===== config.mk =====
export PLATFORM = sky130hd
export DESIGN_NAME = bitop_rmw
export DESIGN_NICKNAME = d
export VERILOG_FILES = /design/src/rtl/bitop_pkg.sv /design/src/rtl/bitop_mask.sv /design/src/rtl/bitop_alter.sv /design/src/rtl/bitop_rmw.sv
export SDC_FILE = /design/constraint.sdc
export NUM_CORES = 1
export LEC_CHECK = 0
export CAP_MARGIN = 20
export CORE_MARGIN = 4
export CORE_UTILIZATION = 40
export CTS_BUF_LIST = sky130_fd_sc_hd__clkbuf_2 sky130_fd_sc_hd__clkbuf_4 sky130_fd_sc_hd__clkbuf_8
export DETAILED_ROUTE_END_ITERATION = 8
export GPL_TIMING_DRIVEN = 0
export HOLD_SLACK_MARGIN = 0.02
export PLACE_DENSITY_LB_ADDON = 0.2
export SLEW_MARGIN = 20
export SYNTH_ARGS = -nofsm -noshare
export SYNTH_HDL_FRONTEND = slang
export SYNTH_SLANG_ARGS = --single-unit

===== constraint.sdc =====
create_clock -name clk -period 2.6 [get_ports clk]
set_clock_uncertainty 0.15 [all_clocks]
set_input_delay 0.26 -clock clk [delete_from_list [all_inputs] [get_ports clk]]
set_output_delay 0.26 -clock clk [all_outputs]
set_load 0.1 [all_outputs]

===== src/rtl/bitop_pkg.sv =====
package bitop_pkg;

    typedef enum logic [1:0] {
        OP_SET = 2'b00,
        OP_CLR = 2'b01,
        OP_INV = 2'b10,
        OP_BAD = 2'b11
    } bitop_e;

    typedef enum logic [2:0] {
        ST_IDLE,
        ST_RD_REQ,
        ST_RD_WAIT,
        ST_WR_REQ,
        ST_WR_WAIT,
        ST_DONE
    } state_e;

endpackage


===== src/rtl/bitop_mask.sv =====
// One-hot mask from the low bits of a register-wide index.
module bitop_mask #(
    parameter int IW = 32,
    parameter int BW = 8
) (
    input  logic [IW-1:0] index,
    output logic [BW-1:0] mask
);
    localparam int SW = $clog2(BW);

    logic [SW-1:0] pos;
    assign pos = index[SW-1:0];

    for (genvar i = 0; i < BW; i++) begin : g_bit
        assign mask[i] = (pos == SW'(i));
    end

endmodule


===== src/rtl/bitop_alter.sv =====
// Applies the operation to a byte and reports whether the masked bit was clear.
module bitop_alter
    import bitop_pkg::*;
#(
    parameter int BW = 8
) (
    input  bitop_e        op,
    input  logic [BW-1:0] old_byte,
    input  logic [BW-1:0] mask,
    output logic [BW-1:0] new_byte,
    output logic          was_zero
);
    for (genvar i = 0; i < BW; i++) begin : g_lane
        assign new_byte[i] = (op == OP_SET) ? (old_byte[i] | mask[i])  :
                             (op == OP_CLR) ? (old_byte[i] & ~mask[i]) :
                             (op == OP_INV) ? (old_byte[i] ^ mask[i])  :
                                              old_byte[i];
    end

    assign was_zero = ((old_byte & mask) == '0);

endmodule


===== src/rtl/bitop_rmw.sv =====
module bitop_rmw
    import bitop_pkg::*;
#(
    parameter int AW   = 8,
    parameter int IW   = 32,
    parameter int BW   = 8,
    parameter int FW   = 4,
    parameter int ZBIT = 0
) (
    input  logic          clk,
    input  logic          rst_n,
    input  logic          start,
    input  logic [1:0]    op,
    input  logic [AW-1:0] addr,
    input  logic [IW-1:0] index,
    input  logic [FW-1:0] flags_in,
    output logic [FW-1:0] flags_out,
    output logic          done,
    output logic          mem_req,
    output logic          mem_we,
    output logic [AW-1:0] mem_addr,
    output logic [BW-1:0] mem_wdata,
    input  logic          mem_gnt,
    input  logic          mem_rvalid,
    input  logic [BW-1:0] mem_rdata
);

    typedef struct packed {
        state_e        state;
        bitop_e        op;
        logic [AW-1:0] addr;
        logic [BW-1:0] mask;
        logic [BW-1:0] wdata;
        logic          zero;
        logic [FW-1:0] flags_cap;
        logic [FW-1:0] flags;
    } regs_t;

    regs_t r_d, r_q;

    logic [BW-1:0] mask_w;
    logic [BW-1:0] new_w;
    logic          was_zero_w;

    bitop_mask #(.IW(IW), .BW(BW)) u_mask (
        .index (index),
        .mask  (mask_w)
    );

    bitop_alter #(.BW(BW)) u_alter (
        .op       (r_q.op),
        .old_byte (mem_rdata),
        .mask     (r_q.mask),
        .new_byte (new_w),
        .was_zero (was_zero_w)
    );

    always_comb begin
        r_d = r_q;
        case (r_q.state)
            ST_IDLE: begin
                if (start && (bitop_e'(op) != OP_BAD)) begin
                    r_d.state     = ST_RD_REQ;
                    r_d.op        = bitop_e'(op);
                    r_d.addr      = addr;
                    r_d.mask      = mask_w;
                    r_d.flags_cap = flags_in;
                end
            end
            ST_RD_REQ: begin
                if (mem_gnt) r_d.state = ST_RD_WAIT;
            end
            ST_RD_WAIT: begin
                if (mem_rvalid) begin
                    r_d.state = ST_WR_REQ;
                    r_d.wdata = new_w;
                    r_d.zero  = was_zero_w;
                end
            end
            ST_WR_REQ: begin
                if (mem_gnt) r_d.state = ST_WR_WAIT;
            end
            ST_WR_WAIT: begin
                if (mem_rvalid) begin
                    r_d.state       = ST_DONE;
                    r_d.flags       = r_q.flags_cap;
                    r_d.flags[ZBIT] = r_q.zero;
                end
            end
            ST_DONE: begin
                r_d.state = ST_IDLE;
            end
            default: begin
                r_d.state = ST_IDLE;
            end
        endcase
    end

    always_ff @(posedge clk or negedge rst_n) begin
        if (!rst_n) begin
            r_q <= '{state: ST_IDLE, op: OP_SET, default: '0};
        end else begin
            r_q <= r_d;
        end
    end

    assign mem_req   = (r_q.state == ST_RD_REQ) || (r_q.state == ST_WR_REQ);
    assign mem_we    = (r_q.state == ST_WR_REQ);
    assign mem_addr  = r_q.addr;
    assign mem_wdata = r_q.wdata;
    assign done      = (r_q.state == ST_DONE);
    assign flags_out = r_q.flags;

endmodule


[Yosys cells after proc, flatten, opt, wreduce, memory -nomap -nowiden]
Cells that the tools add are included.
Operators by class
  add/sub/neg operators: 0
  $mul: 0
  div/mod/pow operators: 0
  $lt $le $gt $ge: 0
  eq/ne operators: 20
  shifts and indexed selects: 0
  multiplexer cells: 30
  bitwise logic cells: 33
  reductions and logical operators: 10
Operators by type and width (count)
  1-bit two-way mux: 24
  21-bit two-way mux: 1
  3-bit equality test (second input constant): 6
  3-bit case mux with 5 select lines: 1
  3-bit by 2-bit equality test with 1-bit output (second input constant): 4
  3-bit two-way mux: 4
  2-bit != test (second input constant): 5
  1-bit bitwise AND: 8
  8-bit bitwise AND: 1
  8-bit zero test: 1
  1-bit inverter: 8
  1-bit OR: 8
  1-bit bitwise XOR: 8
  3-bit by 1-bit equality test with 1-bit output (second input constant): 2
  3-bit zero test: 2
  2-bit AND reduction: 3
  5-bit AND reduction: 1
  2-bit by 1-bit equality test with 1-bit output (second input constant): 1
  2-bit equality test (second input constant): 1
  2-bit zero test: 1
  2-bit by 1-bit != test with 1-bit output (second input constant): 1
  1-bit logical AND: 1
  1-bit logical OR: 1
Storage, ports and cells
  register bits after elaboration: 38
  bits in latches: 0
  memory bits (writable): 0
  bits in read-only memories: 0
  bits of input ports: 59
  output and inout port bits: 23
  logic and storage cells: 101
  memories: 0

[Logic depth before layout (Yosys ltp)]
Gate-level depths: netlist (run 1).
  depth in word-level cells: 4
  gate-level depth with buffers: 5
  gate-level depth less buffers: 5

[By module]
From an unflattened synthesis (run 1), not the netlist that was laid out.
Unflattened totals
  cells, all modules: 185
  area, all modules: 2403.6 µm²
Modules (own cells, without submodules)
  bitop_rmw: instances 1, cells each 116, area an instance 1726.7 µm², seq. area each 925.9 µm²
  bitop_alter: instances 1, cells each 61, area an instance 611.8 µm², seq. area each 0.0 µm²
  bitop_mask: instances 1, cells each 8, area an instance 65.1 µm², seq. area each 0.0 µm²

[Worst setup path before layout (run 1)]
Ideal clock, no wire load.
  kind: register to register
  start: register r_q[35] (netlist bit)
  end: register r_q[35] (netlist bit)
  data arrival time: 2.134 ns
  required time: 2.355 ns
  slack: 0.220 ns
  stages on the path, launching flop included: 5
  buffers on the path: 1
  period minus slack after synthesis: 2.380 ns
  cells stage by stage: dfrtp_1 -> buf_2 -> nor2b_1 -> a21oi_1 -> o31ai_1
Between the ends
  cells in the longest elaborated chain, start to end: 3
  elaborated cells on any way between the ends: 12
Ends and longest elaborated chain
  start, declared: line bitop_rmw.sv:39  | regs_t r_d, r_q;
  start signal, assigned: line bitop_rmw.sv:103  | r_q <= r_d;
  3-bit by 2-bit equality test with 1-bit output, or another cell as far along: line bitop_rmw.sv:60  | case (r_q.state)
  2-bit != test (no source line) or 2-bit by 1-bit != test with 1-bit output (tied branches)
  5-bit AND reduction (no source line)
Several ways; a longest one is shown, not always the timed one.
A chain may end at the register's enable or synchronous reset.

[Worst setup path after layout (run 1)]
  start: register r_q, in the netlist mem_wdata[5]
  end: output mem_wdata[5]
RTL lines
  end, declared: line bitop_rmw.sv:22  | output logic [BW-1:0] mem_wdata,
No word-level cell between the ends.

==> impl_metrics.ini, run 1 <==
[outcome]
outcome = finished, final reports clean

[die]
core-area_sq_um = 5610
initial_core_util = 0.422
ioPinCount = 82
row_count = 27
die_w_um = 84.9
die_y_um = 84.9
fp.dieArea_sq_um = 7210

[synthesis]
synthCells = 186
synth_seq_cells = 37
syn_area_sq_um = 2370
syn_area_per_cell_sq_um = 12.7
synth-main-ff-cell = dfrtp_1
netlist_top_cells_area = dfrtp_1, mux2_4, ha_1
synth_edf_count = 0
synth_cell_types = 28
synth_common_cells = dfrtp_1, inv_1, ha_1
synth_most_common_cell = dfrtp_1
syn-num-nets = 269
yosysWarnings = 0
synthArstFlopShare = 1.00
yosys.area.top_type_share = 0.391
ys_seq_area_frac = 0.391
synth_top_area_cell = dfrtp_1

[sta]
slew_headroom = 0.343
slew_violations = 0
rsz0062_at_grt = false
min_period_ns = 2.31
worst_pin_slew_ns = 0.982
fmax_ghz = 0.433
setup-violations-final = 0
finalHoldViolations = 0
fin_crit_sh = 0.888
fin_tns_setup_ns = 0

[cells_and_area]
drive_above_1_share = 0.304
area_growth_pct = 32.4
insertedDiodeCount = 0
fin_nets = 329

[global_routing]
grt_pass1_wl_um = 7250
grt_util_met2 = 0.197
grt_pass1_vias = 1497
grt_use_total = 0.127
grt_antenna_before_repair = 0
grtUsageMet1 = 0.172
gr-usage-met3 = 0.0359
grt_overflow = 0
grt.busiest_layer = met2
grt_max_degree = 30

[clocking]
clock-sinks = 37
clockRootBuffer = clkbuf_8
clkTransAtPathRegs_ns = 0.08
cts_htree_levels = 2
clkLatencyLatePin_ns = 0.29
cts.path.max_buffers = 2
cts_setup_buffers = 0
cts_tree = yes
numCtsBuffers = 5

[critical_path]
crit_buf_inv = 2
cpMaxStageDelayCell = clkdlybuf4s50_1
worstSetupPathType = register to output port
critPathMaxFanout = 2
critPathLaunchType = register
critPathCaptureType = output port
critPathArrivalTime_ns = 1.90
worstPathRequired_ns = 2.19
path_delay_family = buffers and inverters
slowest_delay_ns = 1.13
cp_cell_sequence = buf_4 > clkdlybuf4s50_1

[detailed_routing]
via_per_inst = 4.54
routedWlPerCell_um = 13.1
drt_wl_total_um = 4180
drc = 0
drt_iter0_drc = 34
drtPass1Iterations = 4
dr_total_vias = 1449
antenna_left = 0

[placement]
dp_hpwl_um = 3200
gp_congestion = 0.707
io_buffers = 51

[flow_run]
maxCapViolCount = 0

[hold_path]
holdCritPathClass = input port to asynchronous set/reset pin
[final cells by class]
type,count,area (sq um)
Inverter,27,101
Sequential cell,37,926
Timing Repair Buffer,53,539
Fill cell,497,2470
Tap cell,72,90.1
Buffer,27,219
Clock buffer,5,68.8
Clock inverter,3,68.8
Multi-Input combinational cell,95,1120
[final timing paths]
check / depth (start not counted) / slack, ns / endpoint / start
worst min register to register: 1 / 0.36 / flags_out[3] / flags_out[3]
max in group asynchronous: 3 / 1.65 / r_q[37] / rst_n
worst max register to register: 4 / 0.87 / mem_wdata[0] / r_q[17]
min in group clk: 1 / 0.36 / flags_out[3] / flags_out[3]
worst max-delay path: 2 / 0.29 / mem_wdata[5] / mem_wdata[5]
worst min-delay path: 2 / 0.22 / mem_wdata[2] / rst_n
[stage by stage]
step	util	instance area [sq um]	hold slack (ns)	cells	setup slack, ns
floorplan	-	2370	-0.186	186	0.220
global placement	0.529	2970	0.341	309	0.199
detailed placement	0.532	2980	0.000307	310	0.317
CTS	0.558	3130	0.223	319	0.0229
global route	0.559	3130	0.242	319	0.196
finish	0.559	3130	0.220	319	0.290
[flip-flops by register name, indices dropped and copies added (netlist names)]
name / cells
r_q: 17
flags_out: 4
mem_addr: 8
mem_wdata: 8
[logic make-up (layout without fill, tap and decap cells)]
logic type,Yosys count,count (layout),synth area share
buf+inv,54,115,0.135
xor+xnor,1,1,0.00370
fa+ha+maj,24,24,0.127
compound gates,5,5,0.0127
flops,37,37,0.391
mux,42,42,0.267
simple gates,23,23,0.0634
[placed cells by master (no fill, tap or decap)]
cell	n
and3b_1	1
o31ai_1	1
or3b_2	2
nor3_1	1
nor4_1	2
buf_4	21
inv_1	27
dlymetal6s2s_1	2
xor2_1	1
dlygate4sd3_1	1
clkdlybuf4s50_1	47
nor2_1	3
nor3_2	1
nand3b_1	3
a21boi_0	1
and4bb_2	1
ha_1	24
nand2b_1	1
buf_6	5
mux2i_1	8
buf_2	2
dlygate4sd2_1	1
o21ai_0	2
nand3_1	2
buf_12	1
inv_6	1
and4bb_1	1
nor2b_1	1
mux2_2	5
a21oi_1	1
nand2_1	4
bufinv_16	2
clkbuf_8	5
mux4_2	8
mux2_4	21
dfrtp_1	37
[routing by layer]
layer  wire (um)  part of all wire
met1        2000              0.48
met4          55             0.013
met5           0                 0
met3         201             0.048
met2        1910              0.46
[what timing repair did]
action | 4_1_cts | 5_1_grt
endpoints found under the hold margin | 37 | 0
resized for setup | 1 | 2
hold buffers | 1 | 0
setup endpoints to repair | 1 | 2
pin swaps | 0 | 0
Power of run 1 is not shown: default switching activity piles up to over one toggle a cycle in this logic, so the estimate is an artifact.
==> run 2: changes to the inputs <==
--- a/config.mk
+++ b/config.mk
@@ -9,6 +9,7 @@
 export CORE_MARGIN = 4
 export CORE_UTILIZATION = 40
 export CTS_BUF_LIST = sky130_fd_sc_hd__clkbuf_2 sky130_fd_sc_hd__clkbuf_4 sky130_fd_sc_hd__clkbuf_8
+export CTS_CLUSTER_DIAMETER = 100
 export DETAILED_ROUTE_END_ITERATION = 8
 export GPL_TIMING_DRIVEN = 0
 export HOLD_SLACK_MARGIN = 0.02
==> results of run 2 <==
Same layout as run 1: the final DEF is identical, and so are final timing and power.
Power of run 2 is left out for the same reason.
